**src/rtl/eaq_pkg.sv**
```systemverilog
package eaq_pkg;
    localparam logic [1:0] ACC_LOAD  = 2'd0;
    localparam logic [1:0] ACC_STORE = 2'd1;
    localparam logic [1:0] ACC_FETCH = 2'd2;

    typedef enum logic [2:0] {
        EXC_NONE = 3'd0,
        EXC_ISEG = 3'd1,
        EXC_DSEG = 3'd2,
        EXC_ISI  = 3'd3,
        EXC_DSI  = 3'd4
    } exc_e;

    typedef enum logic [1:0] {
        ST_IDLE  = 2'd0,
        ST_WREQ  = 2'd1,
        ST_WWAIT = 2'd2,
        ST_RESP  = 2'd3
    } st_e;
endpackage

```
**src/rtl/eaq_real_map.sv**
```systemverilog
module eaq_real_map #(
    parameter int EA_W = 64
) (
    input  logic [EA_W-1:0] ea,
    input  logic [1:0]      acc,
    input  logic            hv,
    input  logic            ir,
    input  logic            dr,
    input  logic [EA_W-1:0] offset,
    output logic            is_real,
    output logic [EA_W-1:0] ra
);
    import eaq_pkg::*;
    localparam int KEEP_W = EA_W - 4;

    logic [EA_W-1:0] masked;

    always_comb begin
        is_real = (acc == ACC_FETCH) ? !ir : !dr;
        masked  = {4'b0000, ea[KEEP_W-1:0]};
        ra      = (hv && !ea[EA_W-1]) ? (masked | offset) : masked;
    end
endmodule

```
**src/rtl/eaq_quadrant.sv**
```systemverilog
module eaq_quadrant #(
    parameter int LPID_W = 12,
    parameter int PID_W  = 20
) (
    input  logic [1:0]        quad,
    input  logic [LPID_W-1:0] lpid_in,
    input  logic [PID_W-1:0]  pid_in,
    output logic              illegal,
    output logic [LPID_W-1:0] lpid_out,
    output logic [PID_W-1:0]  pid_out
);
    always_comb begin
        lpid_out = lpid_in;
        pid_out  = '0;
        illegal  = 1'b0;
        unique case (quad)
            2'b00: pid_out = pid_in;
            2'b11: pid_out = '0;
            2'b01, 2'b10: illegal = 1'b1;
        endcase
    end
endmodule

```
**src/rtl/eaq_fault_fmt.sv**
```systemverilog
module eaq_fault_fmt #(
    parameter int EA_W      = 64,
    parameter int CAUSE_W   = 32,
    parameter int STORE_BIT = 25
) (
    input  logic               is_seg,
    input  logic [1:0]         acc,
    input  logic [EA_W-1:0]    ea,
    input  logic [CAUSE_W-1:0] cause,
    output eaq_pkg::exc_e      exc,
    output logic [EA_W-1:0]    dar,
    output logic [CAUSE_W-1:0] dsisr,
    output logic [CAUSE_W-1:0] err
);
    import eaq_pkg::*;
    localparam logic [CAUSE_W-1:0] STORE_FLAG = CAUSE_W'(1) << STORE_BIT;

    logic is_fetch;

    always_comb begin
        is_fetch = (acc == ACC_FETCH);
        dar      = '0;
        dsisr    = '0;
        err      = '0;
        if (is_seg) begin
            exc = is_fetch ? EXC_ISEG : EXC_DSEG;
            if (!is_fetch) dar = ea;
        end else if (is_fetch) begin
            exc = EXC_ISI;
            err = cause;
        end else begin
            exc   = EXC_DSI;
            dar   = ea;
            dsisr = (acc == ACC_STORE) ? (cause | STORE_FLAG) : cause;
        end
    end
endmodule

```
**src/rtl/eaq_router.sv**
```systemverilog
module eaq_router #(
    parameter int EA_W       = 64,
    parameter int LPID_W     = 12,
    parameter int PID_W      = 20,
    parameter int CAUSE_W    = 32,
    parameter int PSZ_W      = 6,
    parameter int STORE_BIT  = 25,
    parameter int REAL_PSIZE = 12
) (
    input  logic               clk,
    input  logic               rst_n,
    input  logic               req_valid,
    output logic               req_ready,
    input  logic [EA_W-1:0]    req_ea,
    input  logic [1:0]         req_acc,
    input  logic               msr_hv,
    input  logic               msr_pr,
    input  logic               msr_ir,
    input  logic               msr_dr,
    input  logic [LPID_W-1:0]  lpid_reg,
    input  logic [PID_W-1:0]   pid_reg,
    input  logic [EA_W-1:0]    hrmor,
    output logic               wlk_valid,
    input  logic               wlk_ready,
    output logic [EA_W-1:0]    wlk_ea,
    output logic [1:0]         wlk_acc,
    output logic               wlk_prob,
    output logic [LPID_W-1:0]  wlk_lpid,
    output logic [PID_W-1:0]   wlk_pid,
    input  logic               wlk_done,
    input  logic               wlk_fault,
    input  logic [CAUSE_W-1:0] wlk_cause,
    input  logic [EA_W-1:0]    wlk_ra,
    input  logic [PSZ_W-1:0]   wlk_psize,
    input  logic [2:0]         wlk_prot,
    output logic               rsp_valid,
    input  logic               rsp_ack,
    output logic [EA_W-1:0]    rsp_ra,
    output logic [PSZ_W-1:0]   rsp_psize,
    output logic [2:0]         rsp_prot,
    output logic [2:0]         rsp_exc,
    output logic [EA_W-1:0]    rsp_dar,
    output logic [CAUSE_W-1:0] rsp_dsisr,
    output logic [CAUSE_W-1:0] rsp_err
);
    import eaq_pkg::*;
    localparam int QHI = EA_W - 1;
    localparam int QLO = EA_W - 2;
    localparam logic [PSZ_W-1:0] REAL_PSZ = PSZ_W'(REAL_PSIZE);

    st_e st, st_nx;

    logic              rm_real;
    logic [EA_W-1:0]   rm_ra;
    logic              q_bad;
    logic [LPID_W-1:0] q_lpid;
    logic [PID_W-1:0]  q_pid;
    exc_e              f_exc;
    logic [EA_W-1:0]   f_dar;
    logic [CAUSE_W-1:0] f_dsisr, f_err;

    logic [EA_W-1:0]   c_ea;
    logic [1:0]        c_acc;
    logic [EA_W-1:0]   w_ea;
    logic [1:0]        w_acc;
    logic              w_prob;
    logic [LPID_W-1:0] w_lpid;
    logic [PID_W-1:0]  w_pid;
    logic [EA_W-1:0]   r_ra, r_dar;
    logic [PSZ_W-1:0]  r_psz;
    logic [2:0]        r_prot;
    exc_e              r_exc;
    logic [CAUSE_W-1:0] r_dsisr, r_err;

    eaq_real_map #(.EA_W(EA_W)) u_real (
        .ea(req_ea), .acc(req_acc), .hv(msr_hv), .ir(msr_ir), .dr(msr_dr),
        .offset(hrmor), .is_real(rm_real), .ra(rm_ra)
    );

    eaq_quadrant #(.LPID_W(LPID_W), .PID_W(PID_W)) u_quad (
        .quad(req_ea[QHI:QLO]), .lpid_in(lpid_reg), .pid_in(pid_reg),
        .illegal(q_bad), .lpid_out(q_lpid), .pid_out(q_pid)
    );

    eaq_fault_fmt #(.EA_W(EA_W), .CAUSE_W(CAUSE_W), .STORE_BIT(STORE_BIT)) u_fmt (
        .is_seg(st == ST_IDLE),
        .acc((st == ST_IDLE) ? req_acc : c_acc),
        .ea((st == ST_IDLE) ? req_ea : c_ea),
        .cause(wlk_cause),
        .exc(f_exc), .dar(f_dar), .dsisr(f_dsisr), .err(f_err)
    );

    always_ff @(posedge clk) begin
        if (!rst_n) st <= ST_IDLE;
        else        st <= st_nx;
    end

    always_comb begin
        st_nx = st;
        unique case (st)
            ST_IDLE:  if (req_valid) st_nx = (rm_real || q_bad) ? ST_RESP : ST_WREQ;
            ST_WREQ:  if (wlk_ready) st_nx = ST_WWAIT;
            ST_WWAIT: if (wlk_done)  st_nx = ST_RESP;
            ST_RESP:  if (rsp_ack)   st_nx = ST_IDLE;
        endcase
    end

    always_comb begin
        req_ready = (st == ST_IDLE);
        wlk_valid = (st == ST_WREQ);
        rsp_valid = (st == ST_RESP);
        wlk_ea    = w_ea;
        wlk_acc   = w_acc;
        wlk_prob  = w_prob;
        wlk_lpid  = w_lpid;
        wlk_pid   = w_pid;
        rsp_ra    = r_ra;
        rsp_psize = r_psz;
        rsp_prot  = r_prot;
        rsp_exc   = r_exc;
        rsp_dar   = r_dar;
        rsp_dsisr = r_dsisr;
        rsp_err   = r_err;
    end

    always_ff @(posedge clk) begin
        if (!rst_n) begin
            c_ea <= '0; c_acc <= '0;
            w_ea <= '0; w_acc <= '0; w_prob <= 1'b0; w_lpid <= '0; w_pid <= '0;
            r_ra <= '0; r_psz <= '0; r_prot <= '0; r_exc <= EXC_NONE;
            r_dar <= '0; r_dsisr <= '0; r_err <= '0;
        end else begin
            unique case (st)
                ST_IDLE: if (req_valid) begin
                    c_ea   <= req_ea;
                    c_acc  <= req_acc;
                    w_ea   <= {2'b00, req_ea[QLO-1:0]};
                    w_acc  <= req_acc;
                    w_prob <= msr_pr;
                    w_lpid <= q_lpid;
                    w_pid  <= q_pid;
                    if (rm_real) begin
                        r_ra <= rm_ra; r_psz <= REAL_PSZ; r_prot <= 3'b111;
                        r_exc <= EXC_NONE; r_dar <= '0; r_dsisr <= '0; r_err <= '0;
                    end else if (q_bad) begin
                        r_ra <= '0; r_psz <= '0; r_prot <= '0;
                        r_exc <= f_exc; r_dar <= f_dar; r_dsisr <= f_dsisr; r_err <= f_err;
                    end
                end
                ST_WWAIT: if (wlk_done) begin
                    if (wlk_fault) begin
                        r_ra <= '0; r_psz <= '0; r_prot <= '0;
                        r_exc <= f_exc; r_dar <= f_dar; r_dsisr <= f_dsisr; r_err <= f_err;
                    end else begin
                        r_ra <= wlk_ra; r_psz <= wlk_psize; r_prot <= wlk_prot;
                        r_exc <= EXC_NONE; r_dar <= '0; r_dsisr <= '0; r_err <= '0;
                    end
                end
                default: ;
            endcase
        end
    end

    logic acc_real, acc_virt;
    assign acc_real = (st == ST_IDLE) && req_valid && rm_real;
    assign acc_virt = (st == ST_IDLE) && req_valid && !rm_real;

    AST_REAL_TOP_CLEAR: assert property (@(posedge clk) disable iff (!rst_n)
        acc_real && !msr_hv |=> rsp_valid && (rsp_ra[EA_W-1:EA_W-4] == 4'h0));
    AST_REAL_GRANT: assert property (@(posedge clk) disable iff (!rst_n)
        acc_real |=> rsp_valid && rsp_prot == 3'b111 && rsp_exc == 3'd0);
    AST_Q3_PID_ZERO: assert property (@(posedge clk) disable iff (!rst_n)
        acc_virt && req_ea[QHI:QLO] == 2'b11 |=> wlk_valid && wlk_pid == '0);
    AST_BAD_QUAD_SEG: assert property (@(posedge clk) disable iff (!rst_n)
        acc_virt && (req_ea[QHI] ^ req_ea[QLO]) |=> rsp_valid && (rsp_exc == 3'd1 || rsp_exc == 3'd2));
    AST_WLK_EA_CLEAR: assert property (@(posedge clk) disable iff (!rst_n)
        wlk_valid |-> wlk_ea[QHI:QLO] == 2'b00);
    AST_WLK_HOLD: assert property (@(posedge clk) disable iff (!rst_n)
        wlk_valid && !wlk_ready |=> wlk_valid && $stable(wlk_ea) && $stable(wlk_pid));
    AST_RSP_HOLD: assert property (@(posedge clk) disable iff (!rst_n)
        rsp_valid && !rsp_ack |=> rsp_valid && $stable(rsp_ra) && $stable(rsp_exc) && $stable(rsp_dsisr));
    AST_ONE_PHASE: assert property (@(posedge clk) disable iff (!rst_n)
        $onehot0({req_ready, wlk_valid, rsp_valid}));
endmodule

```
**config.mk**
```make
export PLATFORM = sky130hd
export DESIGN_NAME = eaq_router
export DESIGN_NICKNAME = d
export VERILOG_FILES = /design/src/rtl/eaq_pkg.sv /design/src/rtl/eaq_real_map.sv /design/src/rtl/eaq_quadrant.sv /design/src/rtl/eaq_fault_fmt.sv /design/src/rtl/eaq_router.sv
export SDC_FILE = /design/constraint.sdc
export NUM_CORES = 1
export LEC_CHECK = 0
export BUFFER_PORTS_ARGS = -buffer_cell sky130_fd_sc_hd__buf_2
export CAP_MARGIN = 10
export CORE_UTILIZATION = 30
export DETAILED_ROUTE_END_ITERATION = 6
export GPL_TIMING_DRIVEN = 0
export MAX_ROUTING_LAYER = met4
export PLACE_DENSITY_LB_ADDON = 0.2
export SLEW_MARGIN = 20
export SYNTH_ARGS = -nofsm -noshare
export SYNTH_HDL_FRONTEND = slang
export SYNTH_HIERARCHICAL = 1
export SYNTH_SLANG_ARGS = --single-unit
```
**constraint.sdc**
```tcl
create_clock -name clk -period 2.4 [get_ports clk]
set_input_delay 0.36 -clock clk [delete_from_list [all_inputs] [get_ports clk]]
set_output_delay 0.36 -clock clk [all_outputs]
set_load 0.01 [all_outputs]
```
==> metrics, run 1 <==
Starting DRT DRC Count 767; Cell Int Power approximately 0.013 W; Die X 225 um; Seq/Total Area, Yosys 0.410; top cells by count, synth nand2_1 (405), dfxtp_1 (305), nand3_1 (131); fillers 5149; Sw Share 0.397; Area contributors post-synth dfxtp_1 (41%), nand2_1 (10%), a21boi_0 (5.0%); fin crit share 0.957; core box area 49000 um^2; post-layout instance area ~20000 um^2; share of power burned in registers 0.297; Peak supply drop 0.516 mV; Post-synth EDFFs 0; #FFs+latches synth 305; Max clock buf depth 3; Yosys cell types 38; post-synthesis mux area share 0.0512; FP Rows 81; Slew Limit Headroom 0.327; cts hold-fix bufs 0; GRT Total Usage 0.244; GP Congestion between 0.9 and 1; post-synthesis xor/xnor area fraction 0; DRT antenna net count 0; largest family of logic cells by synthesized area simple AND/OR/NAND/NOR gates; Max Clk Rate 435 MHz; cts bufs inserted 38; Synth Area in Adders 0.00672; status finished clean; RSZ-0062 raised after global routing no; vias in the first global route around 15000; Synth Area per Inst 8.25 um^2; router iterations before antenna repair 5; total power 0.0224 W; Clock power frac 0.256; synthesized instance count about 1800; fraction of layout cells with a size suffix above 1 0.369; Cells after DPL 3040; max_cap viols 0; area fraction of the dominant cell type after synthesis 0.410; Setup TNS 0 ns; area grow syn2layout 34.5%; via count 15000; final slew viol count 0; H-tree depth 2; CTS tree built; clk_lat worst skew 0.55 ns; final hold vios 0; Setup crit end kind register; leading area contributor after synthesis dfxtp_1; startpoint types register; total I/O pin count a little under 600; Final Critical Period between 2 and 2.5 ns; placed cell areas 18600 um^2; synth warn 6; worst-case reg-to-reg path depth 11; fin cells 3124; worst slew pin tran 1.01 ns; global-route wire length before repair 89600 um; r2r setup slk 0.10 ns; fin nets 2708; post-synthesis simple-gate area fraction 0.226; cell leakage power 10.0 nW; Max FO, Critical Path 10; largest net degree at the start of global routing 20; Mapped Area 14900 um^2; complex-gate fraction of the synthesized area 0.209; final global-route overflow total 0; initial core utilization 0.304; worst setup path category register to register; CTS root buf clkbuf_16; IO buf count 569; die footprint 50600 um^2; register area 6110 um^2; Critical Path RT 2.83 ns; hpwl dp 48500 um; worst reg2reg path startpoint st[0]; clock skew 0.0152 ns; DRC viols 0; Pwr Density approximately 1100 nW/um^2; P_sw 0.00887 W; Post-Route WL 62000 um; most instantiated library cell after synthesis nand2_1; crit path from st[0]; vias per inst 4.79; wire per inst 19.8 um; Min-Delay Path Class primary input to register; Logic pwr share 0.447; initial antenna violation count 10; Worst setup endpoint rsp_exc[1]; footprint of the multi-input gates 7380 um^2; ys flop type dfxtp_1; Worst-path clk slew 0.06 ns; ys async rst share 0; CP arrival ~2.7 ns; setup violators final 0; CTS sink cnt 305; die span in y 225 um; RR Endpoint rsp_exc[1]
## flip-flops by register name, indices dropped and copies added, names as in the netlist
| register | cells |
|---|---|
| rsp_dsisr | 32 |
| rsp_psize | 6 |
| c_ea | 64 |
| rsp_exc | 3 |
| rsp_err | 32 |
| st | 2 |
| wlk_acc | 2 |
| wlk_prob | 1 |
| rsp_dar | 64 |
| wlk_lpid | 12 |
| rsp_ra | 64 |
| rsp_prot | 3 |
| wlk_pid | 20 |
## worst min-delay path by stage
stage                           start     endpoint  cells past startpoint
after floorplan              c_ea[63]     c_ea[63]                      2
after global placement    rsp_dar[34]  rsp_dar[34]                      2
after detailed placement   rsp_err[8]   rsp_err[8]                      2
after CTS                      msr_pr     wlk_prob                      3
after global routing      lpid_reg[7]  wlk_lpid[7]                      3
final                          msr_pr     wlk_prob                      3
## kinds of logic after synthesis
family          count (synthesis)
simple gates                  741
compound gates                437
flops                         305
buf+inv                       246
mux                            68
fa+ha+maj                       8
other cells                     1
## cells in the final DEF (no fill, tap or decap), drive strengths merged, types with 2 or more instances in the layout
cell	netlist	layout
buf	148	725
nand2	405	405
dfxtp	305	305
clkbuf	91	147
o21ai	135	135
nand3	131	131
a21boi	99	99
and2	89	89
o211a	70	70
nor2	66	66
mux2	66	66
a22oi	64	64
a21o	60	60
nand2b	33	33
diode	0	10
clkinv	0	10
nor2b	9	9
ha	8	8
a21oi	7	7
inv	7	7
nand4	4	4
conb	1	2
nor3b	2	2
mux2i	2	2
## power groups by stage
stage / clock (W) / sequential [W] / combinational (W)
global route: 0.00606 / 0.00675 / 0.0109
CTS: 0.00588 / 0.00663 / 0.0101
detailed placement: 0 / 0.00671 / 0.00980
finish: 0.00572 / 0.00664 / 0.00999
global placement: 0 / 0.00668 / 0.00973
floorplan: 0 / 0.00699 / 0.00569
## per-stage QoR
stage | util | hold slack [ns] | setup WS [ns]
2_1_floorplan | - | 0.441 | 0.0277
3_3_place_gp | 0.380 | 0.434 | -0.884
3_5_place_dp | 0.380 | 0.438 | -0.929
4_1_cts | 0.408 | 0.0370 | 0.00685
5_1_grt | 0.409 | 0.0629 | 0.00491
6_report | 0.409 | 0.0708 | 0.104
## repair_timing
item	4_1_cts	5_1_grt
hold endpoints to repair	0	0
pin swaps	3	0
setup endpoints to repair	235	114
setup buffers	7	1
resized for setup	28	27
## per-layer routing
metal,GRT usage,wire length [um],share of wire
met1,0.286,26000,0.42
met2,0.404,29600,0.48
met3,0.0703,4860,0.078
met4,0.0731,1540,0.025
met5,-,0,0
## critical path: stages (launching register included)
cell       delay (ns)
dfxtp_4          0.38
inv_4            0.05
ha_4             0.17
buf_12           0.14
clkbuf_16        0.17
mux2_4           0.32
nand2b_4         0.18
buf_8            0.16
buf_6            0.14
ha_1             0.28
nand3_1          0.06
o21ai_0          0.08
## cell type report
cell class | count | area share
Antenna cell | 10 | 0.00125
Buffer | 237 | 0.0749
Clock buffer | 58 | 0.0594
Clock inverter | 10 | 0.00306
Inverter | 7 | 0.00156
Multi-Input combinational cell | 1256 | 0.368
Sequential cell | 305 | 0.305
Tap cell | 664 | 0.0415
Timing Repair Buffer | 577 | 0.145
Note: power is estimated with default switching activity, not from simulation.
==> inputs of run 2 (changes only) <==
Settings changed: CORE_AREA set to 2 2 227 229, CORE_UTILIZATION 30 to not set, DIE_AREA set to 0 0 229 231, PLACE_DENSITY set to 0.55, PLACE_DENSITY_LB_ADDON 0.2 to not set.
==> run 2 against run 1 <==
Net effect: the flow now finishes with violations (design-rule violations); design area is essentially flat; clock skew shrank 0.0029 ns; sequential power is essentially flat; routed wire length grew 1.6%; critical path type unchanged; largest cell class unchanged.
==> metrics, run 2 (same netlist as run 1, synthesis figures left out) <==
status complete, but fails checks; fin crit share 0.968 (+0.0113); startpoint types register; fraction of layout cells with a size suffix above 1 0.366 (-0.00271); Post-Route WL 63000 um (+1.6%); Clock power frac 0.255 (about the same); cts bufs inserted 37 (-2.6%); CP arrival 2.74 ns (+0.02 ns); total power 0.0224 W (+0.25%); Logic pwr share 0.448 (about the same); Cell Int Power 0.0135 W (about the same); Sw Share 0.398 (+0.00124); total I/O pin count 584 (unchanged); core box area 50700 um^2 (+3.5%); CTS tree built; router iterations before antenna repair 7 (+2); CP top delay family buffers and inverters; Die X 229 um (+1.8%); Max Clk Rate 430 MHz (-1.2%); cell leakage power 9.99 nW (-0.32%); vias per inst 4.80 (+0.25%); die span in y 231 um (+2.7%); H-tree depth 2 (unchanged); clk_lat worst skew 0.54 ns (about the same); fin cells 3132 (+0.26%); Slew Limit Headroom 0.312 (-0.0145); final hold vios 0 (unchanged); DRC viols 5 (+5); GP Congestion 0.921 (+1.5%); failing checks design-rule violations; area grow syn2layout 34.4% (about the same); via count 15000 (+0.51%); Final Critical Period 2.32 ns (+0.0271 ns); IO buf count 569 (unchanged); P_sw 0.00892 W (+0.56%); FP Rows 83 (+2.5%); CTS root buf clkbuf_16; max_cap viols 0 (unchanged); fillers 5396 (+4.8%); fin nets 2706 (-0.074%); commonest non-fill, non-tap cell in the layout buf_2; slowest stage cell, crit path mux2_2; CTS sink cnt 305 (unchanged); die footprint 52900 um^2 (+4.6%); post-layout instance area 20000 um^2 (about the same); initial antenna violation count 2 (-8); final slew viol count 0 (unchanged); commonest non-fill, non-tap cells in the layout buf_2 (600), nand2_1 (404), dfxtp_1 (303), nand3_1 (131), o21ai_0 (119); Peak supply drop 0.561 mV (+8.8%); setup violators final 0 (unchanged); share of power burned in registers 0.297 (about the same); initial core utilization 0.294 (-0.0104); wire per inst 20.1 um (+1.4%); Max FO, Critical Path 10 (unchanged); Setup crit end kind register; hpwl dp 49500 um (+2.0%); CP Buf/Inv Count 5 (unchanged); largest net degree at the start of global routing 13 (-35%); clock skew 0.0123 ns (-0.00292 ns); placed cell areas 18600 um^2 (+0.11%); Pwr Density 1120 nW/um^2 (+0.35%); Critical Path RT 2.81 ns (-0.02 ns); Starting DRT DRC Count 917 (+20%); global-route wire length before repair 92800 um (+3.5%); Worst-path clk slew 0.06 ns (about the same); Max clock buf depth 3 (unchanged); Cells after DPL 3056 (+0.53%); max incr delay on CP 0.39 ns (about the same); worst slew pin tran 1.03 ns (+0.0218 ns); DRT antenna net count 0 (unchanged); worst setup path category register to register; worst path cell trace inv_2, ha_4, buf_12, clkbuf_16, mux2_2, nand2b_4, buf_8, buf_6, ha_1, nand3_1, o21ai_0; Min-Delay Path Class primary input to register; final global-route overflow total 0 (unchanged); GRT Total Usage 0.237 (-0.00739); vias in the first global route 15000 (+1.6%)
[run 2: cell type report]
cell class                 instances  area, um^2  area share
sequential                       305        6110       0.305
inverter                           7        28.8     0.00144
tap                              680         851      0.0425
buffer                           237        1510      0.0755
clock buffer                      51        1050      0.0525
timing repair buffer             576        2910       0.145
multi-input combinational       1256        7370       0.368
antenna                            3        7.51    0.000375
clock inverter                    17         169     0.00844
[run 2: worst register-to-register path: cells and delay by family, from the launching register on]
family / cells / cell delay, ns
adders and majority gates: 2 / 0.39
buffers and inverters: 5 / 0.73
DFF: 1 / 0.36
and+or+nand+nor: 2 / 0.23
AOI/OAI and AO/OA: 1 / 0.09
muxes: 1 / 0.39
[run 2: power by group through the flow]
stage | registers [W] | logic [W] | clock network [W]
after detailed placement | 0.00673 | 0.00981 | 0
after global routing | 0.00676 | 0.0110 | 0.00605
after floorplan | 0.00699 | 0.00569 | 0
final | 0.00666 | 0.0100 | 0.00570
after CTS | 0.00665 | 0.0101 | 0.00583
after global placement | 0.00670 | 0.00971 | 0
[run 2: stage by stage]
step / hold WS (ns) / worst slack, ns / setup TNS, ns / util
floorplan: 0.441 / 0.0277 / 0 / -
global placement: 0.436 / -0.881 / -133.80 / 0.367
detailed placement: 0.444 / -0.901 / -144.80 / 0.367
CTS: 0.0273 / 0.00518 / 0 / 0.394
global route: 0.0474 / -0.00949 / -0.0201 / 0.395
finish: 0.0613 / 0.0766 / 0 / 0.395
[run 2: per-layer routing]
metal / GRT usage / wire (um) / share of wire / up-vias
met4: 0.0588 / 1370 / 0.022 / 0
met5: - / 0 / 0 / -
met2: 0.405 / 30800 / 0.49 / 527
met3: 0.0520 / 4240 / 0.067 / 85
li1: - / - / - / 7272
met1: 0.283 / 26600 / 0.42 / 7154
[run 2: repair_timing]
| item | 4_1_cts | 5_1_grt |
|---|---|---|
| gates resized for setup | 26 | 30 |
| setup buffers | 6 | 1 |
| hold buffers | 0 | 0 |
| endpoints found under the hold margin | 0 | 0 |
| setup endpoints to repair | 295 | 131 |
| pin swaps | 2 | 1 |
[run 2: final timing paths]
path / from / end / slack [ns] / cells past startpoint
worst max register to register: st[1] / rsp_exc[1] / 0.08 / 11
worst min register to register: rsp_dar[61] / rsp_dar[61] / 0.45 / 2
worst min-delay path: wlk_psize[4] / rsp_psize[4] / 0.06 / 3
worst max-delay path: st[1] / rsp_exc[1] / 0.08 / 11
